**src/rtl/i2c_scl_pkg.sv**
```systemverilog
package i2c_scl_pkg;

    typedef enum logic [2:0] {
        PH_IDLE,
        PH_START,
        PH_LOW,
        PH_HIGH,
        PH_STOP
    } phase_e;

    typedef struct packed {
        logic cond;
        logic change;
        logic rise;
        logic sample;
    } strobe_t;

endpackage

```
**src/rtl/i2c_scl_cfg_snap.sv**
```systemverilog
// Captures the four counts while idle and pre-computes derived limits.
module i2c_scl_cfg_snap #(
    parameter int CNT_W = 12
) (
    input  logic             clk,
    input  logic             rst_n,
    input  logic             load,
    input  logic [CNT_W-1:0] per_i,
    input  logic [CNT_W-1:0] low_i,
    input  logic [CNT_W-1:0] cond_i,
    input  logic [CNT_W-1:0] dset_i,
    output logic [CNT_W-1:0] low_o,
    output logic [CNT_W-1:0] high_o,
    output logic [CNT_W-1:0] cond_o,
    output logic [CNT_W-1:0] chg_at_o,
    output logic [CNT_W-1:0] smp_at_o
);
    typedef struct packed {
        logic [CNT_W-1:0] low;
        logic [CNT_W-1:0] high;
        logic [CNT_W-1:0] cond;
        logic [CNT_W-1:0] chg_at;
        logic [CNT_W-1:0] smp_at;
    } cfg_t;

    cfg_t cfg_d, cfg_q;
    logic [CNT_W-1:0] high_w;

    always_comb begin
        high_w = per_i - low_i;
        cfg_d  = cfg_q;
        if (load) begin
            cfg_d.low    = low_i;
            cfg_d.high   = high_w;
            cfg_d.cond   = cond_i;
            cfg_d.chg_at = low_i - dset_i;
            cfg_d.smp_at = high_w >> 1;
        end
    end

    always_ff @(posedge clk or negedge rst_n) begin
        if (!rst_n) cfg_q <= '0;
        else        cfg_q <= cfg_d;
    end

    assign low_o    = cfg_q.low;
    assign high_o   = cfg_q.high;
    assign cond_o   = cfg_q.cond;
    assign chg_at_o = cfg_q.chg_at;
    assign smp_at_o = cfg_q.smp_at;
endmodule

```
**src/rtl/i2c_scl_phase.sv**
```systemverilog
// Phase sequencer: START setup, low/high SCL phases, STOP setup.
module i2c_scl_phase
    import i2c_scl_pkg::*;
#(
    parameter int CNT_W = 12
) (
    input  logic             clk,
    input  logic             rst_n,
    input  logic             run_i,
    input  logic             en_i,
    input  logic             man_i,
    input  logic [CNT_W-1:0] low_i,
    input  logic [CNT_W-1:0] high_i,
    input  logic [CNT_W-1:0] cond_i,
    input  logic [CNT_W-1:0] chg_at_i,
    input  logic [CNT_W-1:0] smp_at_i,
    output logic             idle_o,
    output logic             scl_o,
    output strobe_t          strb_o
);
    localparam logic [CNT_W-1:0] CNT_ONE = CNT_W'(1);

    typedef struct packed {
        phase_e           ph;
        logic [CNT_W-1:0] cnt;
        logic             scl;
        strobe_t          strb;
    } seq_t;

    seq_t s_d, s_q;
    logic [CNT_W-1:0] cnt_inc;

    always_comb begin
        cnt_inc = s_q.cnt + CNT_ONE;
        s_d      = s_q;
        s_d.strb = '0;
        if (!en_i) begin
            s_d.ph  = PH_IDLE;
            s_d.cnt = CNT_ONE;
            s_d.scl = man_i;
        end else begin
            unique case (s_q.ph)
                PH_IDLE: begin
                    s_d.scl = 1'b1;
                    s_d.cnt = CNT_ONE;
                    if (run_i) s_d.ph = PH_START;
                end
                PH_START: begin
                    if (s_q.cnt >= cond_i) begin
                        s_d.ph        = PH_LOW;
                        s_d.cnt       = CNT_ONE;
                        s_d.scl       = 1'b0;
                        s_d.strb.cond = 1'b1;
                    end else begin
                        s_d.cnt = cnt_inc;
                    end
                end
                PH_LOW: begin
                    if (s_q.cnt == chg_at_i) s_d.strb.change = 1'b1;
                    if (s_q.cnt >= low_i) begin
                        s_d.ph        = PH_HIGH;
                        s_d.cnt       = CNT_ONE;
                        s_d.scl       = 1'b1;
                        s_d.strb.rise = 1'b1;
                    end else begin
                        s_d.cnt = cnt_inc;
                    end
                end
                PH_HIGH: begin
                    if (s_q.cnt == smp_at_i) s_d.strb.sample = 1'b1;
                    if (s_q.cnt >= high_i) begin
                        s_d.cnt = CNT_ONE;
                        if (run_i) begin
                            s_d.ph  = PH_LOW;
                            s_d.scl = 1'b0;
                        end else begin
                            s_d.ph = PH_STOP;
                        end
                    end else begin
                        s_d.cnt = cnt_inc;
                    end
                end
                PH_STOP: begin
                    if (s_q.cnt >= cond_i) begin
                        s_d.ph        = PH_IDLE;
                        s_d.cnt       = CNT_ONE;
                        s_d.strb.cond = 1'b1;
                    end else begin
                        s_d.cnt = cnt_inc;
                    end
                end
                default: begin
                    s_d.ph  = PH_IDLE;
                    s_d.scl = 1'b1;
                end
            endcase
        end
    end

    always_ff @(posedge clk or negedge rst_n) begin
        if (!rst_n) begin
            s_q.ph   <= PH_IDLE;
            s_q.cnt  <= CNT_ONE;
            s_q.scl  <= 1'b1;
            s_q.strb <= '0;
        end else begin
            s_q <= s_d;
        end
    end

    assign idle_o = (s_q.ph == PH_IDLE);
    assign scl_o  = s_q.scl;
    assign strb_o = s_q.strb;
endmodule

```
**src/rtl/i2c_line_sync.sv**
```systemverilog
// Multi-stage register chain for the line monitor word.
module i2c_line_sync #(
    parameter int W      = 4,
    parameter int STAGES = 2
) (
    input  logic         clk,
    input  logic         rst_n,
    input  logic [W-1:0] d_i,
    output logic [W-1:0] q_o
);
    logic [W-1:0] chain_d [STAGES];
    logic [W-1:0] chain_q [STAGES];

    generate
        for (genvar g = 0; g < STAGES; g++) begin : g_stage
            if (g == 0) begin : g_head
                always_comb chain_d[g] = d_i;
            end else begin : g_tail
                always_comb chain_d[g] = chain_q[g-1];
            end
            always_ff @(posedge clk or negedge rst_n) begin
                if (!rst_n) chain_q[g] <= '0;
                else        chain_q[g] <= chain_d[g];
            end
        end
    endgenerate

    assign q_o = chain_q[STAGES-1];
endmodule

```
**src/rtl/i2c_scl_timer.sv**
```systemverilog
module i2c_scl_timer
    import i2c_scl_pkg::*;
#(
    parameter int CNT_W       = 12,
    parameter int SYNC_STAGES = 2
) (
    input  logic             clk,
    input  logic             rst_n,
    input  logic             xfer_run,
    input  logic             timing_en,
    input  logic             scl_release_man,
    input  logic [CNT_W-1:0] cnt_period,
    input  logic [CNT_W-1:0] cnt_low,
    input  logic [CNT_W-1:0] cnt_cond,
    input  logic [CNT_W-1:0] cnt_dsetup,
    input  logic             scl_line,
    input  logic             sda_line,
    input  logic             sda_drive,
    output logic             scl_out,
    output logic             stb_sda_change,
    output logic             stb_scl_rise,
    output logic             stb_sda_sample,
    output logic             stb_cond_done,
    output logic [3:0]       line_mon
);
    localparam int MON_W = 4;

    logic             idle_w;
    logic [CNT_W-1:0] low_w, high_w, cond_w, chg_w, smp_w;
    strobe_t          strb_w;
    logic [MON_W-1:0] mon_raw;

    i2c_scl_cfg_snap #(.CNT_W(CNT_W)) u_snap (
        .clk      (clk),
        .rst_n    (rst_n),
        .load     (idle_w),
        .per_i    (cnt_period),
        .low_i    (cnt_low),
        .cond_i   (cnt_cond),
        .dset_i   (cnt_dsetup),
        .low_o    (low_w),
        .high_o   (high_w),
        .cond_o   (cond_w),
        .chg_at_o (chg_w),
        .smp_at_o (smp_w)
    );

    i2c_scl_phase #(.CNT_W(CNT_W)) u_phase (
        .clk      (clk),
        .rst_n    (rst_n),
        .run_i    (xfer_run),
        .en_i     (timing_en),
        .man_i    (scl_release_man),
        .low_i    (low_w),
        .high_i   (high_w),
        .cond_i   (cond_w),
        .chg_at_i (chg_w),
        .smp_at_i (smp_w),
        .idle_o   (idle_w),
        .scl_o    (scl_out),
        .strb_o   (strb_w)
    );

    assign mon_raw = {scl_line, scl_out, sda_line, sda_drive};

    i2c_line_sync #(.W(MON_W), .STAGES(SYNC_STAGES)) u_sync (
        .clk   (clk),
        .rst_n (rst_n),
        .d_i   (mon_raw),
        .q_o   (line_mon)
    );

    assign stb_cond_done  = strb_w.cond;
    assign stb_sda_change = strb_w.change;
    assign stb_scl_rise   = strb_w.rise;
    assign stb_sda_sample = strb_w.sample;
endmodule

```
**config.mk**
```make
export PLATFORM = sky130hd
export DESIGN_NAME = i2c_scl_timer
export DESIGN_NICKNAME = d
export VERILOG_FILES = /design/src/rtl/i2c_scl_pkg.sv /design/src/rtl/i2c_scl_cfg_snap.sv /design/src/rtl/i2c_scl_phase.sv /design/src/rtl/i2c_line_sync.sv /design/src/rtl/i2c_scl_timer.sv
export SDC_FILE = /design/constraint.sdc
export NUM_CORES = 1
export LEC_CHECK = 0
export ABC_CLOCK_PERIOD_IN_PS = 4300
export CAP_MARGIN = 0
export CORE_ASPECT_RATIO = 0.6
export CORE_MARGIN = 1
export CORE_UTILIZATION = 61
export DETAILED_ROUTE_END_ITERATION = 12
export MAX_ROUTING_LAYER = met4
export PLACE_DENSITY = 0.86
export SLEW_MARGIN = 40
export SYNTH_ARGS = -nofsm -noshare
export SYNTH_HDL_FRONTEND = slang
export SYNTH_SLANG_ARGS = --single-unit
```
**constraint.sdc**
```tcl
create_clock -name clk -period 4.3 [get_ports clk]
set_input_delay 0.645 -clock clk [delete_from_list [all_inputs] [get_ports clk]]
set_output_delay 0.645 -clock clk [all_outputs]
set_load 0.05 [all_outputs]
```
==> results of run 1 <==
state kept, by name, summed over array words and instances (netlist names):
name,count
u_snap.chg_at_o,12
u_snap.low_o,12
u_phase.strb_o,4
u_sync.q_o,4
u_phase.scl_o,1
u_phase.s_q,15
u_snap.cond_o,12
u_snap.high_o,12
u_sync.chain_d,4
cell families (layout without fill, tap and decap cells):
| group | after synthesis | in the layout | share of synthesized area |
|---|---|---|---|
| muxes | 15 | 15 | 0.0321 |
| xor gates and xnor gates | 38 | 38 | 0.0633 |
| AOI/OAI and AO/OA | 147 | 147 | 0.185 |
| and+or+nand+nor | 149 | 149 | 0.137 |
| buffers and inverters | 98 | 163 | 0.0714 |
| adders and majority gates | 61 | 61 | 0.148 |
| DFF | 76 | 76 | 0.362 |
per-stage QoR:
step           instance area [sq um]  setup slack, ns  power (mW)  utilization  instances
6_report                        6330             1.28        2.32        0.781        757
5_1_grt                         6330             1.12        2.44        0.781        757
4_1_cts                         6330             1.27        2.33        0.781        757
3_5_place_dp                    5980             1.03        1.43        0.738        741
3_3_place_gp                    5970             1.14        1.40        0.737        741
2_1_floorplan                   5260             1.80        1.24            -        584
worst register-to-register path, stage by stage, from the launching register on:
cell and delay (ns):
dfrtp_1 0.54, ha_1 0.31, a21o_1 0.18, a2111o_1 0.47
a2111oi_4 0.35, a21oi_2 0.16, a21oi_4 0.43, o21ai_0 0.20
a22oi_1 0.24
routing by layer:
metal	GRT usage	up-vias	wire length, microns
met5	-	-	0
met4	0.0768	0	186
met3	0.0675	21	912
met2	0.484	162	5680
met1	0.410	2092	5800
li1	-	2155	-
final cells by class:
class / instances / area [sq um]
clock inverters: 7 / 124
clock buffers: 9 / 225
flip-flops and latches: 76 / 1900
repair buffers: 66 / 657
well taps: 108 / 135
inverters: 81 / 304
multi-input cells: 410 / 2980
fillers: 565 / 1780
power breakdown:
part           switching, mW  internal, mW  leakage (nW)
sequential            0.0843         0.804         0.928
combinational          0.296         0.251          1.92
clock                  0.315         0.571         0.166
total                  0.695          1.63          3.01
worst max path at each step:
stage                          end  slack [ns]  cells past startpoint
2_1_floorplan      u_phase.s_q[15]        1.80                      9
3_3_place_gp   u_snap.chg_at_o[10]        1.14                     11
3_5_place_dp     u_snap.high_o[11]        1.03                     10
4_1_cts          u_snap.high_o[11]        1.27                     10
5_1_grt          u_snap.high_o[11]        1.12                     10
6_report         u_snap.high_o[11]        1.28                     10
cells in the mapped netlist (6+ instances only):
cell	count
nor2_1	34
nand2_1	43
nand2b_1	7
or3_1	6
mux2_2	15
o21a_1	6
dfrtp_1	74
o21bai_1	12
o31ai_1	8
nand3_1	8
and3_1	10
nor3_1	16
clkbuf_1	14
xor2_1	17
o21ai_1	6
a21oi_1	21
inv_1	80
xnor2_1	21
ha_1	59
a22oi_1	9
o21ai_0	47
a211oi_1	11
layout by cell type, fill, tap and decap left out, drive strengths merged, types with 3 or more instances in the layout:
cell type,instances
bufinv,3
nor2b,3
and2,5
inv,82
buf,3
dfrtp,74
nand2b,7
o21bai,12
clkbuf,9
nor3,16
nand4,4
nor2,34
o31ai,8
xor2,17
nand3,8
o41ai,4
clkdlybuf4s50,63
o211ai,4
a211oi,11
or3,6
and3,10
o21a,6
a21oi,23
a22oi,9
ha,59
a2111oi,3
o21ai,53
a21o,3
nand3b,3
nor3b,3
nor4,3
nand2,43
xnor2,21
mux2,15
==> metrics.md, run 1 <==
| Metric | Value |
|---|---|
| Status | finished, final reports clean |
| Nets | 761 |
| CP bufs+invs | 2 |
| DRT iter0 DRCs | 488 |
| Period utilization | 0.703 |
| Worst r2r src | u_phase.s_q[14] |
| Diodes inserted | 0 |
| Ys Warns | 0 |
| Setup Viol. Count Final | 0 |
| Net Count, Synth | 701 |
| Max-Cap Viols | 0 |
| CP Max Fanout | 3 |
| Setup Buffers After CTS | 0 |
| PortBufs | 64 |
| Syn-to-layout area delta | 20.4% |
| Final Hold Slack | 0.319 ns |
| Num CTS Buffers | 9 |
| Die area | 9000 sq um |
| IO Pins | 65 |
| EDFF count, synth | 0 |
| Fin. max-slew vios | 0 |
| R2r setup slk | 1.34 ns |
| Critical-path cell list | clkdlybuf4s50_1, inv_1, ha_1, nand2b_1, a21oi_1, o31ai_1, o21ai_1, o41ai_1, xnor2_1, mux2_2 |
| Max VDD drop | 0.000218 V |
| Antenna Violating Nets Remaining | 0 |
| CORE AREA | 8100 sq um |
| Largest stage delay, worst path | 0.54 ns |
| Async set-or-reset flop fraction in the synthesized netlist | 1.00 |
| Initial antenna violation count | 0 |
| Die Wd | 122 microns |
| Crit path max-delay family | compound AO/OA/AOI/OAI gates |
| First-pass GRT wire length | 20600 microns |
| Final wirelength | 12600 microns |
| FF+latch count, synth | 76 |
| Hold Path Class | input port to asynchronous set/reset pin |
| Top FF cell, synth | dfrtp_1 |
| DRC viols | 0 |
| Cell count after synthesis | 584 |
| Largest net degree at the start of global routing | 77 |
| Setup tns final | 0 ns |
| Sequential area share after synthesis | 0.362 |
| FF-to-FF path depth | 8 |
| Leakage Power | 3.01 nW |
| Netlist cell types | 52 |
| Rows | 25 |
| Initial Util | 0.649 |
| CP Launch Type | input port |
| CTS H-Tree Depth | 3 |
| CP max-delay cell | clkdlybuf4s50_1 |
| Clk_lat worst skew | 0.34 ns |
| Hold buffer count at cts | 0 |
| Crit Path Class | input port to register |
| Clk root buf | clkbuf_16 |
| Routability cong. | 0.869 |
| Syn_area_per_cell | 9.00 sq um |
| Drt first pass iters | 6 |
| Layout Skew | 0.00583 ns |
| Max Freq | 331 MHz |
| Mapped Area | 5260 sq um |
| Top cell type by total area after synthesis | dfrtp_1 |
| Share of cells above drive strength 1 | 0.0647 |
| Minimum clock period | 3.02 ns |
| CTS tree | yes |
| Chip height | 73.9 microns |
| CP required | 4.53 ns |
| Vias post-DR | 4430 |
| Synth top area cells | dfrtp_1 35%, ha_1 14%, inv_1 5.7% |
| Global route overflow | 0 |
| CP Capture Type | register |
| Fin. Hold Viols | 0 |
| DP HPWL | 9230 microns |
| # clock sinks | 76 |
| Critical path launch point | cnt_low[1] |
| Vias in the first global route | 4308 |
| Routed wire per std cell | 16.6 microns |
| Post_cts resized | 0 |
| Clk slew on worst S/H paths | 0.06 ns |
| CP arrival | 3.25 ns |
| FF-to-FF End | u_phase.s_q[8] |
| Vias/cell | 5.85 |
| Worst-margin pin slew | 0.805 ns |
| Share of the synthesized area in the top cell type | 0.352 |
| RSZ-0062 raised after global routing | false |
| CTS Buffer Depth | 2 |
| All-Layer GR Usage | 0.309 |
| Max-slew headroom | 0.463 |
| Power density cells | 367 nW/um^2 |
Power figures use the tool's default switching activity.
==> run 2, diff against run 1 <==
--- a/config.mk
+++ b/config.mk
@@ -5,14 +5,14 @@
 export SDC_FILE = /design/constraint.sdc
 export NUM_CORES = 1
 export LEC_CHECK = 0
-export ABC_CLOCK_PERIOD_IN_PS = 4300
+export ABC_CLOCK_PERIOD_IN_PS = 2800
 export CAP_MARGIN = 0
 export CORE_ASPECT_RATIO = 0.6
 export CORE_MARGIN = 1
-export CORE_UTILIZATION = 61
+export CORE_UTILIZATION = 57
 export DETAILED_ROUTE_END_ITERATION = 12
 export MAX_ROUTING_LAYER = met4
-export PLACE_DENSITY = 0.86
+export PLACE_DENSITY = 0.82
 export SLEW_MARGIN = 40
 export SYNTH_ARGS = -nofsm -noshare
 export SYNTH_HDL_FRONTEND = slang
==> constraint.sdc (replaced) <==
create_clock -name clk -period 2.8 [get_ports clk]
set_input_delay 0.42 -clock clk [delete_from_list [all_inputs] [get_ports clk]]
set_output_delay 0.42 -clock clk [all_outputs]
set_load 0.05 [all_outputs]
==> run 2 against run 1 <==
Die area grew 6.9%. Critical path depth grew 1. Largest power group is now clock. Clock skew grew 0.0018 ns. Register-to-register slack lost 1.2 ns. Design area grew 4.4%. Count of clock-buffer cells in the layout is the same.
==> metrics.md, run 2 (same netlist as run 1, synthesis figures left out) <==
| Metric | Value |
|---|---|
| Routed wire per std cell | 16.1 microns (-3.0%) |
| Total power | 3.63 mW (+57%) |
| FF-to-FF path depth | 10 (+2) |
| Drt first pass iters | 7 (+1) |
| Syn-to-layout area delta | 25.7% |
| Fin. Hold Viols | 0 (unchanged) |
| Minimum clock period | 2.67 ns |
| Setup tns final | 0 ns (unchanged) |
| Hold Path Class | input port to asynchronous set/reset pin |
| CTS tree | yes |
| Setup Viol. Count Final | 0 (unchanged) |
| CP arrival | 2.94 ns (-0.31 ns) |
| # clock sinks | 76 (unchanged) |
| Die Wd | 126 microns (+3.4%) |
| Leakage Power | 3.17 nW (+5.3%) |
| Routability cong. | 0.848 (-2.4%) |
| Finished Layout Cells | 789 (+4.2%) |
| CP Capture Type | register |
| Hold buffer count at cts | 0 (unchanged) |
| Final Hold Slack | 0.0833 ns (-0.236 ns) |
| FF-to-FF End | u_phase.s_q[14] |
| DP Area | 6230 sq um (+4.2%) |
| CORE AREA | 8720 sq um (+7.6%) |
| DRC viols | 0 (unchanged) |
| Fin. max-slew vios | 0 (unchanged) |
| Initial Util | 0.603 (-0.0459) |
| PortBufs | 64 (unchanged) |
| Rows | 26 (+4.0%) |
| Layout Skew | 0.00759 ns (+0.00176 ns) |
| Vias/cell | 5.80 (-0.87%) |
| CTS H-Tree Depth | 3 (unchanged) |
| Crit Path Class | input port to register |
| Commonest non-fill, non-tap cell in the layout | inv_1 |
| DRT iter0 DRCs | 361 (-26%) |
| Worst-margin pin slew | 0.700 ns (-0.105 ns) |
| CTS Buffer Depth | 2 (unchanged) |
| Final wirelength | 12700 microns (+1.1%) |
| IO Pins | 65 (unchanged) |
| RSZ-0062 raised after global routing | false |
| Max Freq | 374 MHz |
| Initial antenna violation count | 0 (unchanged) |
| Most frequent cells in the layout | 80 x inv_1, 74 x dfrtp_1, 63 x clkdlybuf4s50_1 |
| Chip height | 76.4 microns (+3.4%) |
| Max VDD drop | 0.000362 V (+66%) |
| Vias post-DR | 4577 (+3.3%) |
| Clk_lat worst skew | 0.34 ns (about the same) |
| Largest register FFs | 15 (unchanged) |
| Max-Cap Viols | 0 (unchanged) |
| DP HPWL | 9340 microns (+1.2%) |
| Setup Buffers After CTS | 0 (unchanged) |
| R2r setup slk | 0.19 ns (-1.15 ns) |
| Die area | 9620 sq um (+6.9%) |
| Period utilization | 0.954 |
| First-pass GRT wire length | 21500 microns (+4.4%) |
| Nets | 789 (+3.7%) |
| Num CTS Buffers | 9 (unchanged) |
| Worst r2r src | u_snap.high_o[9] |
| Clk root buf | clkbuf_16 |
| Global route overflow | 0 (unchanged) |
| Power density cells | 550 nW/um^2 (+50%) |
| Vias in the first global route | 4533 (+5.2%) |
| Max-slew headroom | 0.533 (+0.0703) |
| All-Layer GR Usage | 0.293 (-0.0168) |
| Largest net degree at the start of global routing | 81 (+5.2%) |
| CP required | 3.07 ns (-1.46 ns) |
| Share of cells above drive strength 1 | 0.108 (+0.0431) |
| Status | finished, final reports clean |
| Largest reg by FF count | u_phase.s_q |
| Placed insts | 773 (+4.3%) |
| CP Max Fanout | 3 (unchanged) |
| Antenna Violating Nets Remaining | 0 (unchanged) |
| Filler Cells Inserted | 634 (+12%) |
| Diodes inserted | 0 (unchanged) |
| Clk slew on worst S/H paths | 0.06 ns (about the same) |
| Final instance area | 6610 sq um (+4.4%) |
| CP Launch Type | input port |
-- run 2: cell types whose count changed in the layout (fill, tap and decap cells not counted), sizes merged --
cell and delta:
buf +28
-- run 2: metrics by stage --
step                setup slack (ns)  utilization
CTS                           0.0874        0.755
finish                         0.128        0.758
floorplan                      0.304            -
global route                 0.00472        0.758
detailed placement            -0.227        0.715
global placement              -0.100        0.714
-- run 2: how the worst max path moves through the flow --
stage	startpoint	end	slack, ns
CTS	cnt_period[0]	u_snap.high_o[10]	0.09
global placement	cnt_low[1]	u_snap.high_o[11]	-0.10
floorplan	u_phase.s_q[14]	u_phase.s_q[15]	0.30
global route	cnt_low[0]	u_snap.chg_at_o[10]	0.005
finish	cnt_period[0]	u_snap.high_o[10]	0.13
detailed placement	cnt_period[0]	u_snap.high_o[10]	-0.23
-- run 2: worst max-delay path: stages --
cell and delay [ns]:
clkdlybuf4s50_1 0.45, inv_1 0.04, ha_1 0.22, fa_1 0.42, nor2b_1 0.15, o21ai_0 0.15
a21oi_1 0.23, o31a_1 0.22, o211ai_1 0.17, a2111oi_2 0.32, nand3b_1 0.15
-- run 2: cell type report --
type                       count  area [sq um]  share of cell area
tap                          112           140              0.0212
timing repair buffer          94           905               0.137
inverter                      81           304              0.0460
clock buffer                   9           225              0.0341
sequential                    76          1900               0.288
multi-input combinational    410          3000               0.455
clock inverter                 7           124              0.0188
-- run 2: per-layer routing --
| layer | wire length [microns] | share of wire | GRT usage |
|---|---|---|---|
| met1 | 6030 | 0.47 | 0.402 |
| met2 | 5530 | 0.43 | 0.435 |
| met3 | 984 | 0.077 | 0.0751 |
| met4 | 174 | 0.014 | 0.0639 |
| met5 | 0 | 0 | - |
-- run 2: power by group --
group / switching (mW) / total (mW) / internal, mW
registers: 0.126 / 1.36 / 1.23
clock network: 0.491 / 1.37 / 0.877
logic: 0.481 / 0.905 / 0.424
total: 1.10 / 3.63 / 2.54
-- run 2: what timing repair did --
action | in CTS | in global routing
gates resized for setup | 0 | 7
setup endpoints to repair | 0 | 9
hold endpoints to repair | 0 | 0
